[config.mk]
export PLATFORM = sky130hd
export DESIGN_NAME = tick_syntonizer
export DESIGN_NICKNAME = d
export VERILOG_FILES = /design/src/rtl/tsyn_pkg.sv /design/src/rtl/tsyn_delta_gen.sv /design/src/rtl/tsyn_meter.sv /design/src/rtl/tsyn_resid.sv /design/src/rtl/tick_syntonizer.sv
export SDC_FILE = /design/constraint.sdc
export NUM_CORES = 1
export LEC_CHECK = 0
export ABC_AREA = 1
export ABC_CLOCK_PERIOD_IN_PS = 37700
export BUFFER_PORTS_ARGS = -buffer_cell sky130_fd_sc_hd__buf_2
export CORE_ASPECT_RATIO = 1.2
export CORE_MARGIN = 5
export CORE_UTILIZATION = 67
export DETAILED_ROUTE_END_ITERATION = 12
export GPL_ROUTABILITY_DRIVEN = 0
export PLACE_DENSITY = 0.95
export SLEW_MARGIN = 20
export SYNTH_ARGS = -nofsm -noshare
export SYNTH_HDL_FRONTEND = slang
export SYNTH_SLANG_ARGS = --single-unit
export TNS_END_PERCENT = 100
[constraint.sdc]
create_clock -name clk_i -period 37.7 [get_ports clk_i]
set_clock_uncertainty 0.15 [all_clocks]
set_input_delay 11.31 -clock clk_i [delete_from_list [all_inputs] [get_ports clk_i]]
set_output_delay 11.31 -clock clk_i [all_outputs]
set_load 0.02 [all_outputs]
[src/rtl/tsyn_pkg.sv]
`timescale 1ns/1ps
package tsyn_pkg;
  parameter int RES_W = 16;
  typedef logic signed [RES_W-1:0] res_t;

  // Per-delta correction: residual limited to +/- lim ticks
  function automatic res_t clamp_step(res_t r, int lim);
    if (r > lim)  return res_t'(lim);
    if (r < -lim) return res_t'(-lim);
    return r;
  endfunction

  // a - b + c with symmetric saturation
  function automatic res_t sat_add3(res_t a, res_t b, res_t c);
    logic signed [RES_W+1:0] s;
    int top;
    top = 2 ** (RES_W - 1) - 1;
    s = (RES_W+2)'(a) - (RES_W+2)'(b) + (RES_W+2)'(c);
    if (s > top)  return res_t'(top);
    if (s < -top) return res_t'(-top);
    return res_t'(s);
  endfunction

  function automatic logic [RES_W-1:0] mag(res_t r);
    return r[RES_W-1] ? RES_W'(-r) : RES_W'(r);
  endfunction

  // Residual larger than what one period of deltas can absorb
  function automatic logic over_budget(res_t r, int nom, int lim, logic [39:0] per);
    return (40'(mag(r)) * 40'(nom)) > (40'(lim) * per);
  endfunction
endpackage

[src/rtl/tsyn_delta_gen.sv]
`timescale 1ns/1ps
module tsyn_delta_gen
  import tsyn_pkg::*;
#(
  parameter int NOM_TICKS = 25,
  parameter int MAX_ADJ   = 5
) (
  input  logic clk_i,
  input  logic rst_ni,
  input  res_t adj_i,
  output logic stb_o
);
  localparam int LEN_MAX = NOM_TICKS + MAX_ADJ;
  localparam int CW      = $clog2(LEN_MAX + 1);

  logic [CW-1:0] dcnt_q;
  logic [CW-1:0] load_w;

  assign stb_o  = (dcnt_q == '0);
  assign load_w = CW'(NOM_TICKS - 1 - int'(adj_i));

  always_ff @(posedge clk_i) begin
    if (!rst_ni)    dcnt_q <= CW'(NOM_TICKS - 1);
    else if (stb_o) dcnt_q <= load_w;
    else            dcnt_q <= dcnt_q - 1'b1;
  end
endmodule

[src/rtl/tsyn_meter.sv]
`timescale 1ns/1ps
module tsyn_meter
  import tsyn_pkg::*;
#(
  parameter int TOD_W = 32,
  parameter int PER_W = 24
) (
  input  logic             clk_i,
  input  logic             rst_ni,
  input  logic             en_i,
  input  logic [TOD_W-1:0] tod_i,
  input  logic [PER_W-1:0] per_i,
  output logic             pend_o,
  output res_t             drift_o
);
  logic             run_q;
  logic [TOD_W-1:0] start_q;
  logic [RES_W-1:0] ticks_q;
  logic [TOD_W-1:0] elapsed_w;

  assign elapsed_w = tod_i - start_q;
  assign pend_o    = run_q && (elapsed_w >= TOD_W'(per_i));
  // Modular difference of low bits is exact while |drift| < 2^(RES_W-1)
  assign drift_o   = res_t'(elapsed_w[RES_W-1:0] - ticks_q);

  always_ff @(posedge clk_i) begin
    if (!rst_ni) begin
      run_q   <= 1'b0;
      start_q <= '0;
      ticks_q <= '0;
    end else if (!en_i) begin
      run_q   <= 1'b0;
      ticks_q <= '0;
    end else if (!run_q || pend_o) begin
      run_q   <= 1'b1;
      start_q <= tod_i;
      ticks_q <= RES_W'(1);
    end else begin
      ticks_q <= ticks_q + 1'b1;
    end
  end
endmodule

[src/rtl/tsyn_resid.sv]
`timescale 1ns/1ps
module tsyn_resid
  import tsyn_pkg::*;
#(
  parameter int NOM_TICKS = 25,
  parameter int MAX_ADJ   = 5,
  parameter int PER_W     = 24
) (
  input  logic             clk_i,
  input  logic             rst_ni,
  input  logic             en_i,
  input  logic             stb_i,
  input  logic             pend_i,
  input  res_t             drift_i,
  input  logic [PER_W-1:0] per_i,
  output res_t             adj_o,
  output logic             ovf_o
);
  res_t resid_q;
  res_t take_w;
  res_t resid_d;

  assign take_w  = en_i ? clamp_step(resid_q, MAX_ADJ) : '0;
  assign adj_o   = take_w;
  assign resid_d = sat_add3(resid_q, stb_i ? take_w : '0, pend_i ? drift_i : '0);

  always_ff @(posedge clk_i) begin
    if (!rst_ni || !en_i) begin
      resid_q <= '0;
      ovf_o   <= 1'b0;
    end else begin
      resid_q <= resid_d;
      if (pend_i) ovf_o <= over_budget(resid_d, NOM_TICKS, MAX_ADJ, 40'(per_i));
    end
  end

  AST_RESID_SHRINKS: assert property (@(posedge clk_i) disable iff (!rst_ni)
    (en_i && stb_i && !pend_i) |=> (mag(resid_q) <= $past(mag(resid_q))));
  AST_OVF_HOLD: assert property (@(posedge clk_i) disable iff (!rst_ni)
    (en_i && !pend_i) |=> $stable(ovf_o));
endmodule

[src/rtl/tick_syntonizer.sv]
`timescale 1ns/1ps
module tick_syntonizer
  import tsyn_pkg::*;
#(
  parameter int NOM_TICKS = 25,
  parameter int MAX_ADJ   = 5,
  parameter int TOD_W     = 32,
  parameter int PER_W     = 24
) (
  input  logic             clk_i,
  input  logic             rst_ni,
  input  logic             en_i,
  input  logic [TOD_W-1:0] tod_i,
  input  logic [PER_W-1:0] period_len_i,
  output logic             delta_stb_o,
  output logic             drift_ovf_o
);
  localparam int GW = $clog2(NOM_TICKS + MAX_ADJ + 2) + 1;

  logic pend_w;
  res_t drift_w;
  res_t adj_w;

  tsyn_meter #(.TOD_W(TOD_W), .PER_W(PER_W)) u_meter (
    .clk_i(clk_i), .rst_ni(rst_ni), .en_i(en_i), .tod_i(tod_i),
    .per_i(period_len_i), .pend_o(pend_w), .drift_o(drift_w)
  );

  tsyn_resid #(.NOM_TICKS(NOM_TICKS), .MAX_ADJ(MAX_ADJ), .PER_W(PER_W)) u_resid (
    .clk_i(clk_i), .rst_ni(rst_ni), .en_i(en_i), .stb_i(delta_stb_o),
    .pend_i(pend_w), .drift_i(drift_w), .per_i(period_len_i),
    .adj_o(adj_w), .ovf_o(drift_ovf_o)
  );

  tsyn_delta_gen #(.NOM_TICKS(NOM_TICKS), .MAX_ADJ(MAX_ADJ)) u_delta (
    .clk_i(clk_i), .rst_ni(rst_ni), .adj_i(adj_w), .stb_o(delta_stb_o)
  );

  // Independent gap measurement for the slew checks
  logic [GW-1:0] gap_q;
  logic          dis_load_q;

  always_ff @(posedge clk_i) begin
    if (!rst_ni) begin
      gap_q      <= GW'(1);
      dis_load_q <= 1'b1;
    end else if (delta_stb_o) begin
      gap_q      <= GW'(1);
      dis_load_q <= !en_i;
    end else begin
      gap_q <= gap_q + 1'b1;
    end
  end

  AST_SLEW_BOUND: assert property (@(posedge clk_i) disable iff (!rst_ni)
    delta_stb_o |-> (gap_q >= GW'(NOM_TICKS - MAX_ADJ) && gap_q <= GW'(NOM_TICKS + MAX_ADJ)));
  AST_DISABLED_NOMINAL: assert property (@(posedge clk_i) disable iff (!rst_ni)
    (delta_stb_o && dis_load_q) |-> (gap_q == GW'(NOM_TICKS)));
endmodule

---- Word level (Yosys, flattened, before mapping) ----
Index checks and enable logic that the tools add are counted.
word-level totals
  register bits after elaboration ......... 71
  bits of input ports ..................... 59
cells by class
  add/subtract/negate cells ............... 8
  multipliers ............................. 2
  order comparisons ....................... 6
  multiplexer cells ....................... 20
  bitwise operators ....................... 2
  reductions and logical operators ........ 10
operator list
  kind                                                   number
  2-to-1 mux 16 bit                                      12
  greater-or-equal comparator 32 x 24 -> 1 bit           1
  subtractor 32 bit                                      1
  > comparator 21 x 27 -> 1 bit                          1
  multiplier 3 x 24 -> 27 bit (first input constant)     1
  multiplier 16 x 5 -> 21 bit (second input constant)    1
  adder 17 x 16 -> 18 bit                                1
  > comparator 18 x 16 -> 1 bit (second input constant)  1
  < comparator 18 x 16 -> 1 bit (second input constant)  1
  subtractor 16 x 16 -> 17 bit                           1
  adder 16 x 1 -> 16 bit (second input constant)         1
  > comparator 16 x 4 -> 1 bit (second input constant)   1
  < comparator 16 x 4 -> 1 bit (second input constant)   1
  negator 16 bit                                         1
  subtractor 16 bit                                      1
  2-to-1 mux 1 bit                                       7
  logical NOT 5 bit                                      1
  2-to-1 mux 5 bit                                       1
  subtractor 4 x 5 -> 5 bit (first input constant)       1
  subtractor 5 x 1 -> 5 bit (second input constant)      1
  AND reduction 2 bit                                    2
  logical NOT 1 bit                                      3
  OR reduction 3 bit                                     1
  logical OR 1 bit                                       2
  other kinds (2)                                        3

---- Depth between registers and ports, before layout ----
Gate-level depths: netlist (run 1).
  depth after elaboration ................. 18
  depth in mapped cells ................... 82
  depth with buffers taken out ............ 81

---- Modules after synthesis ----
Synthesis (run 1) repeated with hierarchy kept, for this count alone.
unflattened totals
  cell total of the unflattened synthesis .. 2007
  area total of the unflattened synthesis .. 12595.8 um2
modules (own cells, without submodules)
  module          instances  cells an instance  area an instance (um2)  seq. area each (um2)
  tsyn_resid      1          974                6369.9                  340.3
  tsyn_meter      1          983                5891.9                  980.9
  tsyn_delta_gen  1          50                 334.1                   100.1

---- Worst setup path before layout (run 1) ----
OpenSTA, ideal clock, no wires.
  kind .................................... input to register
  start point ............................. in tod_i[2]
  end point ............................... reg u_resid.ovf_o
  setup time .............................. 0.112 ns
  arrival ................................. 20.846 ns
  data required time ...................... 37.438 ns
  slack ................................... 16.593 ns
  cell stages on the path ................. 70
  path buffers ............................ 2
  cells stage by stage .................... ha_1 a21oi_1 nand2_2 a21oi_2 o21ai_2 a21o_1 nand3_1 nand2_1 xor2_1 ha_1 a21oi_1 o21ai_0 a31oi_1 o221ai_1 a21oi_1 nand3_1 nor2_2 nand2_1 [... 34 more ...] o211ai_1 nand3_1 and2_1 o21ai_0 a31oi_1 o21ai_0 xnor2_1 inv_1 ha_1 nand2_1 nor4b_1 a32oi_1 o211ai_1 nor2_1 nand3_1 nor2_1 nor2_1 nor2_1
on the way
  cells in the longest elaborated chain, start to end .. 14
  elaborated cells on any way between the ends .. 18
RTL lines
  element                                       RTL line               text
  start, declared                               tick_syntonizer.sv:13  input logic [TOD_W-1:0] tod_i,
  subtractor 32 bit (*)                         tsyn_meter.sv:21       assign elapsed_w = tod_i - start_q;
  greater-or-equal comparator 32 x 24 -> 1 bit  tsyn_meter.sv:22       assign pend_o = run_q && (elapsed_w >= TOD_W'(per_i));
  logical AND 1 bit                             tsyn_meter.sv:22
  2-to-1 mux 16 bit                             tsyn_resid.sv:25       assign resid_d = sat_add3(resid_q, stb_i ? take_w : '0, pend_i ? drift_i : '0);
  adder 17 x 16 -> 18 bit                       tsyn_pkg.sv:18         s = (RES_W+2)'(a) - (RES_W+2)'(b) + (RES_W+2)'(c);
  < comparator 18 x 16 -> 1 bit                 tsyn_pkg.sv:20         if (s < -top) return res_t'(-top);
  2-to-1 mux 1 bit (2 in a row)                 tsyn_pkg.sv:20
  2-to-1 mux 16 bit                             tsyn_pkg.sv:21         return res_t'(s);
  2-to-1 mux 16 bit                             tsyn_pkg.sv:20
  negator 16 bit                                tsyn_pkg.sv:25         return r[RES_W-1] ? RES_W'(-r) : RES_W'(r);
  2-to-1 mux 16 bit                             tsyn_pkg.sv:25
  multiplier 16 x 5 -> 21 bit                   tsyn_pkg.sv:30         return (40'(mag(r)) * 40'(nom)) > (40'(lim) * per);
  > comparator 21 x 27 -> 1 bit                 tsyn_pkg.sv:30
  end signal, assigned                          tsyn_resid.sv:33       if (pend_i) ovf_o <= over_budget(resid_d, NOM_TICKS, MAX_ADJ, 40'(per_i));
  end, declared                                 tsyn_resid.sv:17       output logic ovf_o
Every way passes the cells marked *; elsewhere a longest branch is shown, timed or not. The select of a mux whose other input is x is not followed.
A chain may end at the register's enable or synchronous reset.

---- Worst setup path in the final report (run 1) ----
  start point ............................. in tod_i[3]
  end point ............................... reg u_resid.ovf_o
Same word-level chain as after synthesis.

==> flow_summary.json, run 1 <==
{
  "use_met1_pct": 34.8,
  "crit_slowest_cell": "o41ai_1",
  "fin_setup_tns_ns": 0,
  "ys_ff_latch": 71,
  "syn2layout_area_growth_pct": 6.53,
  "grt_pass1_vias": 11541,
  "rr_startpoint": "u_meter.start_q[8]",
  "slowest_delay_ns": 0.50,
  "grt_pass1_wl_um": 51100,
  "synth-edff-count": 0,
  "holdCritStartpoint": "u_delta.dcnt_q[4]",
  "yosysTopAreaCell": "ha_1",
  "hpwl_um": 25400,
  "routed_wl_um": 31300,
  "top_level_ports": 61,
  "port_buffers": 60,
  "hp-class": "flop to flop",
  "rows": 52,
  "cp.arrival_ns": 24.09,
  "cp_common_cell": "nand2_1",
  "cts.sinks": 71,
  "vias_per_cell": 5.91,
  "synth-seq-area-share_pct": 12.4,
  "core_um2": 16900,
  "die_w_um": 129,
  "use_met2_pct": 54.9,
  "synth_ff_type": "dfxtp_1",
  "hold_viol": 0,
  "num_vias": 12031,
  "whs_path_depth": 2,
  "grt_max_degree": 61,
  "grt_util_all_layers_pct": 30.9,
  "path_class": "input port to flop",
  "cts_tree": "yes",
  "grt_overflow_total": 0,
  "cp-start-kind": "input port",
  "r2r_slack_ns": 24.46,
  "yosysWarnings": 0,
  "synthArstFlopShare_pct": 0,
  "die_h_um": 153,
  "crit_path_max_fanout": 20,
  "worstSetupEndpointType": "flop",
  "placed_cell_area_um2": 11900,
  "yosysTopAreaCellShare_pct": 22.9,
  "drc": 0,
  "finalCritPeriodShare_pct": 63.5,
  "avgSynthCellArea_um2": 6.50,
  "drive_above_1_share_pct": 6.92,
  "cp.required_ns": 37.83,
  "grt_use_met3_pct": 4.12,
  "ys_types": 52,
  "drt_iter0_drc": 1105,
  "hold_ws_ns": 0.335,
  "cts_resized": 0,
  "clk_pin_slew_worst_paths_ns": 0.06,
  "cts_hold_buf": 0,
  "critical-path-top-delay-family": "simple AND/OR/NAND/NOR gates",
  "r2r-end": "u_resid.ovf_o",
  "fmax_mhz": 41.8,
  "antenna_left": 0,
  "syn_inst": 1764,
  "nets": 2114,
  "avgRoutedWirePerCell_um": 15.4,
  "antenna_found_initial": 0,
  "worst_slew_pin_slew_ns": 0.760,
  "cts_made_buffers": 9,
  "critPathBufInv": 10,
  "relSlewSlack_pct": 49.3,
  "worst-r2r-cell-count": 69,
  "post-route-cell-area_um2": 12200,
  "syn-cell-area_um2": 11500,
  "synthTopCellsByArea": "ha_1 (23%), nand2_1 (13%), dfxtp_1 (12%)",
  "setup_violations": 0,
  "clock_path_buffers": 2,
  "fillers": 1251,
  "cts_root_buf": "clkbuf_16",
  "firstDrtPassIters": 10,
  "grt.busiest_layer": "met2",
  "start_util_pct": 68.1,
  "diodes": 0,
  "cts_max_level": 3,
  "worst_hold_path.endpoint": "u_delta.dcnt_q[4]",
  "die-area_um2": 19800,
  "post-cts-setup-buffers": 0,
  "clk_latency_ns": 0.35,
  "maxSlewViolCount": 0,
  "rsz0062_at_grt": "no",
  "maxCapViolCount": 0,
  "status": "complete, no violations",
  "finalCriticalPeriod_ns": 23.95
}
area by class of cell:
class                      count  area [um2]  share of cell area (%)
clock buffer                   9         225                    1.84
multi-input combinational   1375        8790                    71.9
inverter                     298        1120                    9.15
clock inverter                 7        95.1                   0.778
sequential                    71        1420                    11.6
timing repair buffer          60         300                    2.46
tap                          216         270                    2.21
routing by layer:
metal  vias up  part of all wire, %
met5         -                    0
met4         0                  7.3
met3       205                  6.5
met2       615                   49
met1      5384                   38
li1       5827                    -
placed cells by master (no fill, tap or decap), types with 3 or more instances in the layout:
master	netlist	layout
o21a_1	3	3
nand3b_1	5	5
fa_1	30	30
xor2_1	62	62
dfxtp_1	71	71
and2_1	3	3
nand2_1	387	387
a211oi_1	6	6
o221ai_1	3	3
inv_1	288	288
nand4_1	23	23
a21boi_0	3	3
xnor2_1	22	22
buf_2	2	60
clkbuf_16	0	9
nor3_1	22	22
nand2_2	6	6
a21o_1	9	9
o21ai_1	8	8
o21ai_0	59	59
o21ai_2	3	3
o21bai_1	8	8
conb_1	2	3
inv_2	9	9
nor2_2	7	7
a21oi_2	6	6
nor4_1	9	9
a31oi_1	9	9
ha_1	210	210
o211ai_1	7	7
nand3_1	94	94
or2_2	11	11
a21oi_1	137	137
nor2_1	204	204
cell usage after synthesis (7+ instances only):
cell and number:
nand2_1 387, nor3_1 22, or2_2 11, nand3_1 94
o21ai_0 59, o21bai_1 8, dfxtp_1 71, a31oi_1 9
o211ai_1 7, xor2_1 62, o21ai_1 8, buf_6 7
nor4_1 9, nand4_1 23, fa_1 30, ha_1 210
a21oi_1 137, xnor2_1 22, nor2_1 204, a21o_1 9
inv_2 9, nor2_2 7, inv_1 288
worst reg2reg max path: cells and delay by family (launching register included):
family	cells	cell delay, ns
AND/OR/NAND/NOR	32	4.67
adder cells (fa/ha/maj)	10	3.41
AO/OA/AOI/OAI	14	2.95
buffers and inverters	10	1.13
XOR/XNOR	3	0.57
flip-flops	1	0.32
kinds of logic after synthesis:
logic type	Yosys count	synth area share (%)
buf+inv	319	11.0
other cells	2	0.0655
xor+xnor	85	6.56
compound gates	267	13.1
flops	71	12.4
simple gates	780	28.7
fa+ha+maj	240	28.1
stage by stage:
stage / setup slack, ns / util (%) / instances
finish: 13.75 / 72.5 / 2036
global route: 12.97 / 72.5 / 2036
CTS: 14.26 / 72.5 / 2036
detailed placement: 14.09 / 70.6 / 2020
global placement: 14.83 / 70.6 / 2020
floorplan: 16.59 / - / 1765
sequential cells by signal (all words and copies together) (netlist names):
name             flops
u_meter.start_q     32
u_resid.resid_q     16
u_delta.dcnt_q       5
u_resid.ovf_o        1
u_meter.run_q        1
u_meter.ticks_q     16
worst max path at each step:
stage          depth (start not counted)  slack, ns            end  startpoint
3_5_place_dp                          69      14.09  u_resid.ovf_o    tod_i[2]
6_report                              69      13.75  u_resid.ovf_o    tod_i[3]
4_1_cts                               68      14.26  u_resid.ovf_o    tod_i[8]
5_1_grt                               68      12.97  u_resid.ovf_o    tod_i[8]
3_3_place_gp                          69      14.83  u_resid.ovf_o    tod_i[8]
2_1_floorplan                         70      16.59  u_resid.ovf_o    tod_i[2]
Power of run 1 is left out: the tool's default activity adds up to more than one toggle a clock period on the data nets, which glitch-free logic cannot reach.
==> run 2: changes to the inputs <==
ABC_CLOCK_PERIOD_IN_PS = 22000   (was 37700)
CORE_UTILIZATION = 58   (was 67)
PLACE_DENSITY = 0.9   (was 0.95)
clock period = 22 ns   (was 37.7 ns; I/O delays follow)
==> run 2 against run 1 <==
Global-route usage decreased by 4.4 points. Critical endpoint unchanged. Non-clock buffer count is the same. Critical path depth is the same. First-iteration DRC count down 30%. Sequential share of layout area barely moved. Hold slack worse by 0.0055 ns. Flip-flop and latch count stayed put. Register-to-register slack worse by 15 ns. Worst setup slack got worse by 10 ns. Routed wire length shrank 1.3%.
==> flow_summary.json, run 2 (synthesized netlist as in run 1, its figures left out) <==
{
  "status": "complete, no violations",
  "drt_iter0_drc": 777,
  "cts.sinks": 71,
  "cts_hold_buf": 0,
  "diodes": 0,
  "maxSlewViolCount": 0,
  "post-cts-setup-buffers": 0,
  "worstSetupEndpointType": "flop",
  "cts_resized": 0,
  "path_class": "input port to flop",
  "relSlewSlack_pct": 45.3,
  "multi_input_area_um2": 8790,
  "vias_per_cell": 5.64,
  "antenna_found_initial": 0,
  "firstDrtPassIters": 6,
  "rr_startpoint": "u_meter.start_q[7]",
  "grt_pass1_vias": 11377,
  "fin_setup_tns_ns": 0,
  "die_w_um": 138,
  "die_h_um": 164,
  "crit_slowest_cell": "fa_1",
  "cts_made_buffers": 9,
  "grt_overflow_total": 0,
  "antenna_left": 0,
  "r2r-end": "u_resid.ovf_o",
  "cp.arrival_ns": 18.56,
  "worst_slew_pin_slew_ns": 0.821,
  "cts_max_level": 3,
  "clk_pin_slew_worst_paths_ns": 0.06,
  "largest_register_ffs": 32,
  "fmax_mhz": 54.3,
  "final_util_pct": 62.9,
  "hold_viol": 0,
  "cp-start-kind": "input port",
  "whs_path_depth": 2,
  "start_util_pct": 58.9,
  "fin_ws_ns": 3.58,
  "fillers": 1741,
  "clk_latency_ns": 0.35,
  "cp_common_cell": "nand2_1",
  "cts_tree": "yes",
  "worst_hold_path.endpoint": "u_delta.dcnt_q[4]",
  "r2r_slack_ns": 9.58,
  "hpwl_um": 26000,
  "crit_path_max_fanout": 20,
  "die-area_um2": 22700,
  "drive_above_1_share_pct": 6.92,
  "finalCritPeriodShare_pct": 83.7,
  "pre_cts_slack_ns": 3.41,
  "reg.largest.list": "u_meter.start_q x32, u_meter.ticks_q x16, u_resid.resid_q x16",
  "clock_path_buffers": 2,
  "core_um2": 19500,
  "top_level_ports": 61,
  "regMostFlops": "u_meter.start_q",
  "worst-r2r-cell-count": 71,
  "seq_area_um2": 1420,
  "layout_common_cells": "nand2_1 (387), inv_1 (288), ha_1 (210), nor2_1 (204), a21oi_1 (137)",
  "finalCriticalPeriod_ns": 18.42,
  "holdCritStartpoint": "u_delta.dcnt_q[4]",
  "setup_violations": 0,
  "syn2layout_area_growth_pct": 6.83,
  "port_buffers": 60,
  "rows": 56,
  "routed_wl_um": 30900,
  "grt_pass1_wl_um": 50800,
  "avgRoutedWirePerCell_um": 14.8,
  "drc": 0,
  "grt_max_degree": 61,
  "cts_root_buf": "clkbuf_16",
  "hp-class": "flop to flop",
  "final_common_cell": "nand2_1",
  "num_vias": 11741,
  "cp.required_ns": 22.14,
  "nets": 2114,
  "grt_util_all_layers_pct": 26.6,
  "rsz0062_at_grt": "no",
  "slowest_delay_ns": 0.47,
  "maxCapViolCount": 0
}
[run 2: cell types whose count changed in the layout (fill, tap and decap cells not counted), sizes merged]
cell | previous run | this run
clkinvlp | 1 | 2
bufinv | 2 | 1
[run 2: per-stage QoR]
stage	cell area, um2	instances	hold slack [ns]
after floorplan	11500	1765	0.293
after global placement	12000	2065	0.307
after detailed placement	12000	2065	0.316
after CTS	12300	2081	0.334
after global routing	12300	2081	0.357
final	12300	2081	0.330
[run 2: layer usage]
metal	GRT usage (%)	wire length, um
met3	3.49	1820
met4	15.9	2130
met5	0	0
met2	48.7	15100
met1	29.3	11800
[run 2: cell type report]
cell class                 instances  share of cell area (%)
clock inverter                     7                   0.592
multi-input combinational       1375                    71.7
clock buffer                       9                    1.84
timing repair buffer              60                    2.45
sequential                        71                    11.6
inverter                         298                    9.13
tap                              261                    2.67
[run 2: worst max-delay path: cells and delay by family]
family,cells,cell delay [ns]
AND/OR/NAND/NOR,36,4.82
adder cells (fa/ha/maj),10,3.35
buffers and inverters,8,1.05
AO/OA/AOI/OAI,13,2.38
XOR/XNOR,2,0.38
[run 2: worst max path at each step]
stage	start	to	slack, ns
6_report	tod_i[8]	u_resid.ovf_o	3.58
5_1_grt	tod_i[8]	u_resid.ovf_o	2.32
4_1_cts	tod_i[8]	u_resid.ovf_o	3.75
3_5_place_dp	tod_i[8]	u_resid.ovf_o	3.41
3_3_place_gp	tod_i[9]	u_resid.ovf_o	3.91
2_1_floorplan	tod_i[2]	u_resid.ovf_o	5.60
Power of run 2 is left out for the same reason.
